===== src/rtl/bypass_gate_pkg.sv =====
package bypass_gate_pkg;

    localparam int AGE_W  = 3;
    localparam int PATH_W = 1 << AGE_W;

    typedef enum logic [1:0] {
        CLS_ALU   = 2'd0,
        CLS_SHIFT = 2'd1,
        CLS_MUL   = 2'd2,
        CLS_LOAD  = 2'd3
    } op_cls_e;

    typedef enum logic [1:0] {
        ST_FREE  = 2'd0,
        ST_BUSY  = 2'd1,
        ST_READY = 2'd2
    } ent_st_e;

    typedef struct packed {
        logic [AGE_W-1:0]  l1;
        logic [AGE_W-1:0]  l2;
        logic [PATH_W-1:0] path;
    } lat_t;

    // Age at which the result exists.
    function automatic logic [AGE_W-1:0] l1_of(op_cls_e c);
        case (c)
            CLS_ALU:   return AGE_W'(1);
            CLS_SHIFT: return AGE_W'(1);
            CLS_MUL:   return AGE_W'(2);
            default:   return AGE_W'(3);
        endcase
    endfunction

    // Full latency record: bit k of path set when a forward exists at age k.
    function automatic lat_t lat_of(op_cls_e c);
        lat_t t;
        t.l1 = l1_of(c);
        case (c)
            CLS_ALU:   begin t.l2 = AGE_W'(2); t.path = PATH_W'(8'b0000_0110); end
            CLS_SHIFT: begin t.l2 = AGE_W'(3); t.path = PATH_W'(8'b0000_1110); end
            CLS_MUL:   begin t.l2 = AGE_W'(4); t.path = PATH_W'(8'b0001_1100); end
            default:   begin t.l2 = AGE_W'(4); t.path = PATH_W'(8'b0000_1000); end
        endcase
        return t;
    endfunction

endpackage


===== src/rtl/bgate_entry.sv =====
module bgate_entry
    import bypass_gate_pkg::*;
#(
    parameter int REG_W = 5
) (
    input  logic                 clk,
    input  logic                 rst_n,
    input  logic                 alloc,
    input  logic [REG_W-1:0]     alloc_dst,
    input  logic [1:0]           alloc_cls,
    output logic                 vld,
    output logic                 retire,
    output logic [REG_W-1:0]     dst,
    output logic [AGE_W-1:0]     age,
    output logic [AGE_W-1:0]     l1,
    output logic [PATH_W-1:0]    path
);

    ent_st_e           state_q, state_n;
    logic [AGE_W-1:0]  age_q, age_n, age_inc;
    logic [REG_W-1:0]  dst_q, dst_n;
    op_cls_e           cls_q, cls_n;
    lat_t              lat;

    assign lat     = lat_of(cls_q);
    assign age_inc = age_q + 1'b1;

    always_comb begin
        state_n = state_q;
        age_n   = age_q;
        dst_n   = dst_q;
        cls_n   = cls_q;
        if (alloc) begin
            cls_n   = op_cls_e'(alloc_cls);
            dst_n   = alloc_dst;
            age_n   = AGE_W'(1);
            state_n = (l1_of(op_cls_e'(alloc_cls)) == AGE_W'(1)) ? ST_READY : ST_BUSY;
        end else begin
            unique case (state_q)
                ST_FREE: ;
                ST_BUSY: begin
                    age_n = age_inc;
                    if (age_inc >= lat.l1) state_n = ST_READY;
                end
                ST_READY: begin
                    if (age_q == lat.l2) state_n = ST_FREE;
                    else                 age_n   = age_inc;
                end
                default: state_n = ST_FREE;
            endcase
        end
    end

    always_ff @(posedge clk) begin
        if (!rst_n) begin
            state_q <= ST_FREE;
            age_q   <= '0;
            dst_q   <= '0;
            cls_q   <= CLS_ALU;
        end else begin
            state_q <= state_n;
            age_q   <= age_n;
            dst_q   <= dst_n;
            cls_q   <= cls_n;
        end
    end

    always_comb begin
        vld    = (state_q != ST_FREE);
        retire = (state_q == ST_READY) && (age_q == lat.l2);
        dst    = dst_q;
        age    = age_q;
        l1     = lat.l1;
        path   = lat.path;
    end

    AST_AGE_WINDOW: assert property (@(posedge clk) disable iff (!rst_n)
        (state_q != ST_FREE) |-> (age_q >= AGE_W'(1) && age_q <= lat.l2));
    AST_BUSY_YOUNG: assert property (@(posedge clk) disable iff (!rst_n)
        (state_q == ST_BUSY) |-> (age_q < lat.l1));
    AST_READY_OLD: assert property (@(posedge clk) disable iff (!rst_n)
        (state_q == ST_READY) |-> (age_q >= lat.l1));

endmodule


===== src/rtl/bgate_resolve.sv =====
module bgate_resolve
    import bypass_gate_pkg::*;
#(
    parameter int NENT  = 4,
    parameter int REG_W = 5
) (
    input  logic [REG_W-1:0]              src,
    input  logic [NENT-1:0]               e_vld,
    input  logic [NENT-1:0][REG_W-1:0]    e_dst,
    input  logic [NENT-1:0][AGE_W-1:0]    e_age,
    input  logic [NENT-1:0][AGE_W-1:0]    e_l1,
    input  logic [NENT-1:0][PATH_W-1:0]   e_path,
    output logic                          need_rf,
    output logic                          use_byp,
    output logic                          hazard,
    output logic [AGE_W-1:0]              sel
);

    logic              hit;
    logic [AGE_W-1:0]  best_age, best_l1;
    logic [PATH_W-1:0] best_path;

    // Youngest matching producer wins.
    always_comb begin
        hit       = 1'b0;
        best_age  = '0;
        best_l1   = '0;
        best_path = '0;
        for (int i = 0; i < NENT; i++) begin
            if (e_vld[i] && e_dst[i] == src && (!hit || e_age[i] < best_age)) begin
                hit       = 1'b1;
                best_age  = e_age[i];
                best_l1   = e_l1[i];
                best_path = e_path[i];
            end
        end
    end

    always_comb begin
        need_rf = 1'b0;
        use_byp = 1'b0;
        hazard  = 1'b0;
        sel     = '0;
        if (src != '0) begin
            if (!hit) begin
                need_rf = 1'b1;
            end else if (best_age >= best_l1 && best_path[best_age]) begin
                use_byp = 1'b1;
                sel     = best_age;
            end else begin
                hazard  = 1'b1;
            end
        end
    end

endmodule


===== src/rtl/bypass_read_gate.sv =====
module bypass_read_gate
    import bypass_gate_pkg::*;
#(
    parameter int NENT  = 4,
    parameter int REG_W = 5,
    parameter int CNT_W = 16
) (
    input  logic               clk,
    input  logic               rst_n,
    input  logic               instr_valid,
    input  logic [REG_W-1:0]   instr_dst,
    input  logic [1:0]         instr_cls,
    input  logic [REG_W-1:0]   src_a,
    input  logic [REG_W-1:0]   src_b,
    output logic               rd_en_a,
    output logic               rd_en_b,
    output logic [AGE_W-1:0]   sel_a,
    output logic [AGE_W-1:0]   sel_b,
    output logic               stall,
    output logic [CNT_W-1:0]   rf_reads,
    output logic [CNT_W-1:0]   byp_hits
);

    localparam int NSRC = 2;

    logic [NENT-1:0]               e_vld, e_ret, free_vec, alloc_vec;
    logic [NENT-1:0][REG_W-1:0]    e_dst;
    logic [NENT-1:0][AGE_W-1:0]    e_age, e_l1;
    logic [NENT-1:0][PATH_W-1:0]   e_path;
    logic [NSRC-1:0][REG_W-1:0]    src_vec;
    logic [NSRC-1:0]               r_rf, r_byp, r_hz;
    logic [NSRC-1:0][AGE_W-1:0]    r_sel;
    logic                          fire, alloc_req, taken;
    logic [1:0]                    rd_inc, byp_inc;
    logic [CNT_W:0]                rd_sum, byp_sum;

    assign src_vec[0] = src_a;
    assign src_vec[1] = src_b;

    for (genvar e = 0; e < NENT; e++) begin : g_ent
        bgate_entry #(.REG_W(REG_W)) u_entry (
            .clk       (clk),
            .rst_n     (rst_n),
            .alloc     (alloc_vec[e]),
            .alloc_dst (instr_dst),
            .alloc_cls (instr_cls),
            .vld       (e_vld[e]),
            .retire    (e_ret[e]),
            .dst       (e_dst[e]),
            .age       (e_age[e]),
            .l1        (e_l1[e]),
            .path      (e_path[e])
        );
    end

    for (genvar s = 0; s < NSRC; s++) begin : g_src
        bgate_resolve #(.NENT(NENT), .REG_W(REG_W)) u_res (
            .src     (src_vec[s]),
            .e_vld   (e_vld),
            .e_dst   (e_dst),
            .e_age   (e_age),
            .e_l1    (e_l1),
            .e_path  (e_path),
            .need_rf (r_rf[s]),
            .use_byp (r_byp[s]),
            .hazard  (r_hz[s]),
            .sel     (r_sel[s])
        );
    end

    assign stall     = instr_valid && (|r_hz);
    assign fire      = instr_valid && !(|r_hz);
    assign rd_en_a   = fire && r_rf[0];
    assign rd_en_b   = fire && r_rf[1];
    assign sel_a     = fire ? r_sel[0] : '0;
    assign sel_b     = fire ? r_sel[1] : '0;
    assign alloc_req = fire && (instr_dst != '0);
    assign free_vec  = ~e_vld | e_ret;

    // Lowest free or retiring slot takes the new producer.
    always_comb begin
        alloc_vec = '0;
        taken     = 1'b0;
        for (int i = 0; i < NENT; i++) begin
            if (!taken && free_vec[i]) begin
                alloc_vec[i] = alloc_req;
                taken        = 1'b1;
            end
        end
    end

    assign rd_inc  = {1'b0, rd_en_a} + {1'b0, rd_en_b};
    assign byp_inc = {1'b0, fire && r_byp[0]} + {1'b0, fire && r_byp[1]};
    assign rd_sum  = {1'b0, rf_reads} + (CNT_W+1)'(rd_inc);
    assign byp_sum = {1'b0, byp_hits} + (CNT_W+1)'(byp_inc);

    always_ff @(posedge clk) begin
        if (!rst_n) begin
            rf_reads <= '0;
            byp_hits <= '0;
        end else begin
            rf_reads <= rd_sum[CNT_W]  ? '1 : rd_sum[CNT_W-1:0];
            byp_hits <= byp_sum[CNT_W] ? '1 : byp_sum[CNT_W-1:0];
        end
    end

    AST_NO_OVERFLOW: assert property (@(posedge clk) disable iff (!rst_n)
        alloc_req |-> (|free_vec));
    AST_ONE_ALLOC: assert property (@(posedge clk) disable iff (!rst_n)
        $onehot0(alloc_vec));
    AST_STALL_NO_RD: assert property (@(posedge clk) disable iff (!rst_n)
        stall |-> (!rd_en_a && !rd_en_b && sel_a == '0 && sel_b == '0));
    AST_ZERO_SRC: assert property (@(posedge clk) disable iff (!rst_n)
        (src_a == '0) |-> (!rd_en_a && sel_a == '0));
    AST_RD_NOT_FWD: assert property (@(posedge clk) disable iff (!rst_n)
        !(rd_en_b && sel_b != '0));
    AST_CNT_MONO: assert property (@(posedge clk) disable iff (!rst_n)
        (rf_reads >= $past(rf_reads)) && (byp_hits >= $past(byp_hits)));

endmodule


===== config.mk =====
export PLATFORM = sky130hd
export DESIGN_NAME = bypass_read_gate
export DESIGN_NICKNAME = d
export VERILOG_FILES = /design/src/rtl/bypass_gate_pkg.sv /design/src/rtl/bgate_entry.sv /design/src/rtl/bgate_resolve.sv /design/src/rtl/bypass_read_gate.sv
export SDC_FILE = /design/constraint.sdc
export NUM_CORES = 1
export LEC_CHECK = 0
export BUFFER_PORTS_ARGS = -buffer_cell sky130_fd_sc_hd__clkbuf_2
export CORE_AREA = 2 2 150 108
export DETAILED_ROUTE_END_ITERATION = 12
export DIE_AREA = 0 0 152 110
export MAX_ROUTING_LAYER = met4
export PLACE_DENSITY_LB_ADDON = 0.12
export REMOVE_ABC_BUFFERS = 1
export SETUP_SLACK_MARGIN = 0.1
export SYNTH_ARGS = -nofsm -noshare
export SYNTH_HDL_FRONTEND = slang
export SYNTH_SLANG_ARGS = --single-unit
export TNS_END_PERCENT = 50

===== constraint.sdc =====
create_clock -name clk -period 11.7 [get_ports clk]
set_clock_uncertainty 0.2 [all_clocks]
set_input_delay 0 -clock clk [delete_from_list [all_inputs] [get_ports clk]]
set_output_delay 0 -clock clk [all_outputs]
set_load 0.02 [all_outputs]

Word-level counts from Yosys, hierarchy flattened:

Cells that the tools add are included.

* order comparisons: 14
* muxes and demuxes: 114
* add/sub/neg operators: 8
* equal/unequal tests: 54
* reductions and logical operators: 92
* bitwise operators: 3

Operators by type and width (count)
* 11-bit one-hot mux with 3 select lines: 4
* 3-bit 2-to-1 mux: 24
* 8-bit 2-to-1 mux: 8
* 2-bit 2-to-1 mux: 24
* 5-bit equality test: 8
* 1-bit 2-to-1 mux: 37
* 16-bit by 2-bit adder with 17-bit output: 2
* 16-bit 2-to-1 mux: 2
* 1-bit logical AND: 30
* 3-bit by 1-bit != test with 1-bit output, second input constant: 8
* 2-bit one-hot mux with 3 select lines: 4
* 3-bit one-hot mux with 2 select lines: 4
* 2-bit one-hot mux with 2 select lines: 5
* 2-bit OR reduction: 10
* 2-bit by 1-bit equality test with 1-bit output, second input constant: 9
* 2-bit equality test, second input constant: 9
* 3-bit by 2-bit >= comparator with 1-bit output: 6
* 2-bit logical NOT: 9
* 3-bit less-than comparator: 6
* 2-bit AND reduction: 8
* 2-bit nonzero test: 8
* 5-bit nonzero test: 3
* 3-bit by 1-bit adder with 3-bit output, second input constant: 4
* 3-bit by 1-bit equality test with 1-bit output, second input constant: 4
* 14 further kinds: 49

* logic and storage cells: 307
* output and inout port bits: 41
* input port bits: 20
* register bits after elaboration: 80

Longest topological paths before layout:

* word-level depth: 30
* gate-level depth with buffers: 44

Cells and area by module:

From an unflattened synthesis, not the netlist that was laid out.

* cell total of the unflattened synthesis: 877
* area, all modules: 7380.8 um^2

By module, submodules not included
* bgate_entry: cells each 81, sequential area each 240.2 um^2, times used 4, area each 716.9 um^2
* bgate_resolve: cells each 182, sequential area each 0.0 um^2, times used 2, area each 1383.8 um^2
* bypass_read_gate: cells each 189, sequential area each 640.6 um^2, times used 1, area each 1745.4 um^2

Least setup slack after synthesis:

OpenSTA, ideal clock, no wires.

* path type: flip-flop to flip-flop
* start point: register g_ent[0].u_entry.state_q[0]
* end point: register rf_reads[10]
* cell stages (with the launch flop): 43
* required time: 11.430 ns
* slack: 3.168 ns
* arrival time: 8.262 ns
* clock period less this slack: 8.532 ns
* cells stage by stage: dfxtp_1 inv_1 ha_1 inv_1 nand4_1 nor2_1 nand2_1 ha_1 a21o_1 a31oi_1 a311oi_1 a22o_1 inv_1 ha_1 a21oi_1 nand2_1 a21oi_1 a41o_1 (+7 left out) a211oi_1 a21o_1 ha_1 inv_1 a21boi_0 o221ai_2 o32ai_4 nor3_4 or3_1 fa_1 inv_1 ha_1 and2_1 and3_1 and3_1 nand2_1 clkbuf_1 a21oi_1

* word-level cells in the longest chain between the ends: 28

Ends and longest elaborated chain
* start: declaration: RTL line bgate_entry.sv:19 `ent_st_e state_q, state_n;`
* start signal: assignment: RTL line bgate_entry.sv:61 `state_q <= state_n;`
* 2-bit nonzero test (*): RTL line bgate_entry.sv:69 `vld = (state_q != ST_FREE);`
* 1-bit logical AND: RTL line bgate_resolve.sv:30 `if (e_vld[i] && e_dst[i] == src && (!hit || e_age[i] < best_age)) begin`
* 3-bit 2-to-1 mux or 1-bit 2-to-1 mux (tied branches): RTL line bgate_resolve.sv:30
* 3-bit less-than comparator or 1-bit logical NOT (tied branches): RTL line bgate_resolve.sv:30
* 1-bit logical OR: RTL line bgate_resolve.sv:30
* 1-bit logical AND: RTL line bgate_resolve.sv:30
* 3-bit 2-to-1 mux or 1-bit 2-to-1 mux (tied branches): RTL line bgate_resolve.sv:30
* 3-bit less-than comparator or 1-bit logical NOT (tied branches): RTL line bgate_resolve.sv:30
* (+12 left out)
* 1-bit 2-to-1 mux: RTL line bgate_resolve.sv:44 `if (src != '0) begin`
* 2-bit OR reduction: RTL line bypass_read_gate.sv:72 `assign fire = instr_valid && !(|r_hz);`
* 1-bit logical NOT: RTL line bypass_read_gate.sv:72
* 1-bit logical AND: RTL line bypass_read_gate.sv:72
* 1-bit logical AND, on equally long branches: RTL line bypass_read_gate.sv:73, bypass_read_gate.sv:74
* 1-bit by 1-bit adder with 2-bit output (*): RTL line bypass_read_gate.sv:92 `assign rd_inc = {1'b0, rd_en_a} + {1'b0, rd_en_b};`
* 16-bit by 2-bit adder with 17-bit output (*): RTL line bypass_read_gate.sv:94 `assign rd_sum = {1'b0, rf_reads} + (CNT_W+1)'(rd_inc);`
* 16-bit 2-to-1 mux (*): RTL line bypass_read_gate.sv:102 `rf_reads <= rd_sum[CNT_W] ? '1 : rd_sum[CNT_W-1:0];`
* end signal: assignment: RTL line bypass_read_gate.sv:102
* end: declaration: RTL line bypass_read_gate.sv:20 `output logic [CNT_W-1:0] rf_reads,`

Every way passes the cells marked *; elsewhere a longest branch is shown, timed or not. The select of a mux whose other input is x is not followed.
A chain may end at the register's enable or synchronous reset.

Worst setup path after layout:

* start point: register g_ent[0].u_entry.state_q[0]
* end point: register rf_reads[3]

The elaborated chain is that of the path after synthesis.

==> metrics.md <==
| Metric | Value |
|---|---|
| Outcome | `finished, final reports clean` |
| #FFs+latches synth | `80` |
| Worst IR Drop VDD | `0.00009259 V` |
| Detailed Place HPWL | `13620 µm` |
| Avg Inst Size Synth | `about 8.4 µm²` |
| IO Pins | `61` |
| Final Hold Viols | `0` |
| Detailed Routing Iterations Pass 1 | `7` |
| Die area | `0.01672 mm²` |
| Final Util | `0.4611` |
| Post-route DRC | `0` |
| Post-synthesis xor/xnor area fraction | `0.1027` |
| Worst Setup Start Kind | `flip-flop` |
| Fin Hold WS | `between 30 and 40 ps` |
| Post-DR vias/cell | `5.611` |
| Rel. slew slack | `0.2467` |
| RSZ-0062 raised after global routing | `no` |
| Post-route setup slack | `1531 ps` |
| Pleak | `2.696 nW` |
| Wire per inst | `17.80 µm` |
| Clk_lat worst skew | `360 ps` |
| Row count | `38` |
| Vias in the first global route | `around 5300` |
| Initial DRC Count | `398` |
| Core Area | `~0.015 mm²` |
| Critical path origin | `g_ent[0].u_entry.state_q[0]` |
| Via count | `5622` |
| Worst-path clk slew | `roughly 60 ps` |
| Initial antenna violation count | `0` |
| Worst-margin pin slew | `between 1000 and 1500 ps` |
| Crit-path most repeated cell | `ha_1` |
| Synth Area in Compound Gates | `0.1895` |
| Largest family of logic cells by synthesized area | `simple AND/OR/NAND/NOR gates` |
| R2r setup slk | `roughly 1500 ps` |
| Placement Cell Area | `0.006638 mm²` |
| Starting Density | `0.4126` |
| CP max FO | `13` |
| Share of the synthesized area in the top cell type | `0.2543` |
| CTS buffer count | `9` |
| Drt total wl | `between 15000 and 20000 µm` |
| Critical Path RT | `11780 ps` |
| Global placement routability congestion | `around 0.97` |
| Synth area leader | `dfxtp_1` |
| Max-cap violations | `0` |
| Proportion of synthesized area in mux cells | `0.08722` |
| Max Freq | `98.34 MHz` |
| Root buffer cell | `clkbuf_16` |
| Clk sinks | `80` |
| Post-synth EDFFs | `0` |
| CTS H-Tree Depth | `3` |
| Synth top area cells | `dfxtp_1 25%, ha_1 8.3%, mux2i_1 7.8%, nand2_1 5.9%, xnor2_1 5.7%` |
| Setup violators final | `0` |
| CTS-repair resized insts | `0` |
| Gr ovfl total | `0` |
| Setup crit end | `rf_reads[3]` |
| Post-Synthesis Cells | `754` |
| CP Capture Type | `flip-flop` |
| Critical Path Slowest Stage Cell | `a311oi_1` |
| Hold crit path type | `input port to flip-flop` |
| Clock Tree Buf Depth | `2` |
| Synth Flop Type | `dfxtp_1` |
| Largest net degree at the start of global routing | `47` |
| Cells after DPL | `slightly below 1000` |
| CTS tree | `yes` |
| Synth cell types | `80` |
| Sequential-to-total area share from yosys stat | `0.2543` |
| Routed Antenna Nets | `0` |
| Area share of fa/ha/maj cells after synthesis | `0.08981` |
| Die Ht | `110 µm` |
| Setup_tns | `0 ps` |
| Crit path time final | `between 10000 and 15000 ps` |
| Asr flop ratio synth | `0` |
| Global-route wire length before repair | `roughly 29000 µm` |
| Post-route cell area | `0.007037 mm²` |
| DIE WIDTH | `152 µm` |
| CP Class | `flip-flop to flip-flop` |
| Worst Reg-to-Reg Cells | `40` |
| Layout fillers | `1480` |
| Placement Setup Slack | `1652 ps` |
| CP peak stage delay | `710 ps` |
| Reg-to-reg critical path endpoint | `rf_reads[3]` |
| Reg2Reg Launch Point | `g_ent[0].u_entry.state_q[0]` |
| Synthesis Warnings | `0` |
| Gr usage total | `0.2251` |
| Count of final max-slew check failures | `0` |
| Critical path arrival | `10250 ps` |
| Fin cells | `~1000` |
| N_diodes | `0` |
| Post-Synth Simple-Gate Area | `0.2120` |
| Period utilisation layout | `0.8692` |
| Power Total | `0.7314 mW` |
| Proportion of layout cells with a drive suffix above 1 | `0.1384` |
| Synth Cell Area | `0.006297 mm²` |
| PortBufs | `60` |
| Nets | `861` |
| Layout area overhead | `11.74%` |
| Pwr Density | `103.9 mW/mm²` |
[where the power goes]
part	internal [mW]	total, mW	switching (mW)	leakage (nW)
registers	0.282	0.299	0.0170	0.647
clock network	0.194	0.319	0.125	0.159
logic	0.0463	0.113	0.0672	1.89
total	0.522	0.731	0.209	2.70
[synthesized netlist by cell type, types with 3 or more instances]
cell type,instances
a21oi_1,48
nand3b_1,3
o21a_1,10
or3_1,12
inv_1,45
xnor2_1,41
a22oi_1,4
nand2b_1,13
a221oi_1,5
and2_1,10
and4_1,3
nand2_1,99
a22o_1,4
o32ai_1,3
nand4_1,13
buf_6,9
ha_1,42
nor4_1,3
and3_1,5
mux2i_1,49
clkbuf_1,19
buf_4,4
buf_2,6
xor2_1,31
o211ai_1,5
o22ai_1,4
dfxtp_1,80
or2_2,4
nor2b_1,7
a21o_1,8
a31oi_1,4
nor2_1,36
nor3_2,4
nor4_4,3
nor3_1,17
nand3_1,17
a211oi_1,3
o21ai_0,28
[per-layer routing]
metal / global-route usage / share of wire
met2: 0.3237 / 0.40
met3: 0.05434 / 0.064
met1: 0.3171 / 0.52
met5: - / 0
met4: 0.05607 / 0.013
[cell type report]
type / count / area (µm²) / area share
timing repair buffer: 70 / 392.9 / 0.05583
multi-input combinational: 590 / 4290 / 0.6097
sequential: 80 / 1602 / 0.2276
inverter: 46 / 172.7 / 0.02454
clock inverter: 6 / 90.09 / 0.01280
clock buffer: 10 / 239.0 / 0.03396
tap: 200 / 250.2 / 0.03556
[what timing repair did]
| item | in CTS | in global routing |
|---|---|---|
| endpoints found under the setup margin | 0 | 0 |
| hold endpoints to repair | 27 | 0 |
| setup buffers | 0 | 0 |
| hold buffers | 7 | 0 |
[cells by family after synthesis]
group                    Yosys count
AND/OR/NAND/NOR                  258
AO/OA/AOI/OAI                    162
buffers and inverters             84
flip-flops                        80
XOR/XNOR                          73
multiplexers                      53
adder cells (fa/ha/maj)           44
[registers in the layout (all words and copies together) (netlist names)]
register	cells
g_ent.u_entry.age	12
g_ent.u_entry.state_q	8
rf_reads	16
g_ent.u_entry.cls_q	8
byp_hits	16
g_ent.u_entry.dst	20
[how the worst min path moves through the flow]
| stage | endpoint | depth (start not counted) | slack (ps) | startpoint |
|---|---|---|---|---|
| finish | g_ent[2].u_entry.age[0] | 3 | 40 | rst_n |
| global route | g_ent[2].u_entry.age[0] | 3 | 50 | rst_n |
| CTS | g_ent[2].u_entry.age[0] | 3 | 20 | rst_n |
| detailed placement | g_ent[2].u_entry.dst[1] | 3 | 200 | instr_dst[1] |
| global placement | g_ent[0].u_entry.dst[2] | 3 | 190 | instr_dst[2] |
| floorplan | g_ent[0].u_entry.age[0] | 1 | -80 | rst_n |
[placed cells by master (no fill, tap or decap), types with 4 or more instances in the layout]
master         instances
a21o_1                 8
a21oi_1               48
a221oi_1               5
a22o_1                 4
a22oi_1                4
a31oi_1                4
and2_1                10
and3_1                 5
clkbuf_16              9
clkbuf_2              60
dfxtp_1               80
dlygate4sd3_1          7
ha_1                  42
inv_1                 45
mux2i_1               49
nand2_1               99
nand2b_1              13
nand3_1               17
nand4_1               13
nor2_1                36
nor2b_1                7
nor3_1                17
nor3_2                 4
o211ai_1               5
o21a_1                10
o21ai_0               28
o22ai_1                4
or2_2                  4
or3_1                 12
xnor2_1               41
xor2_1                31
[worst max-delay path, delay by kind of cell, from the launching register on]
kind / cells / cell delay, ps
compound gates: 15 / 3980
mux: 1 / 360
buf+inv: 5 / 400
flops: 1 / 330
simple gates: 12 / 2710
fa+ha+maj: 7 / 2070
(Power assumes the default switching activity.)
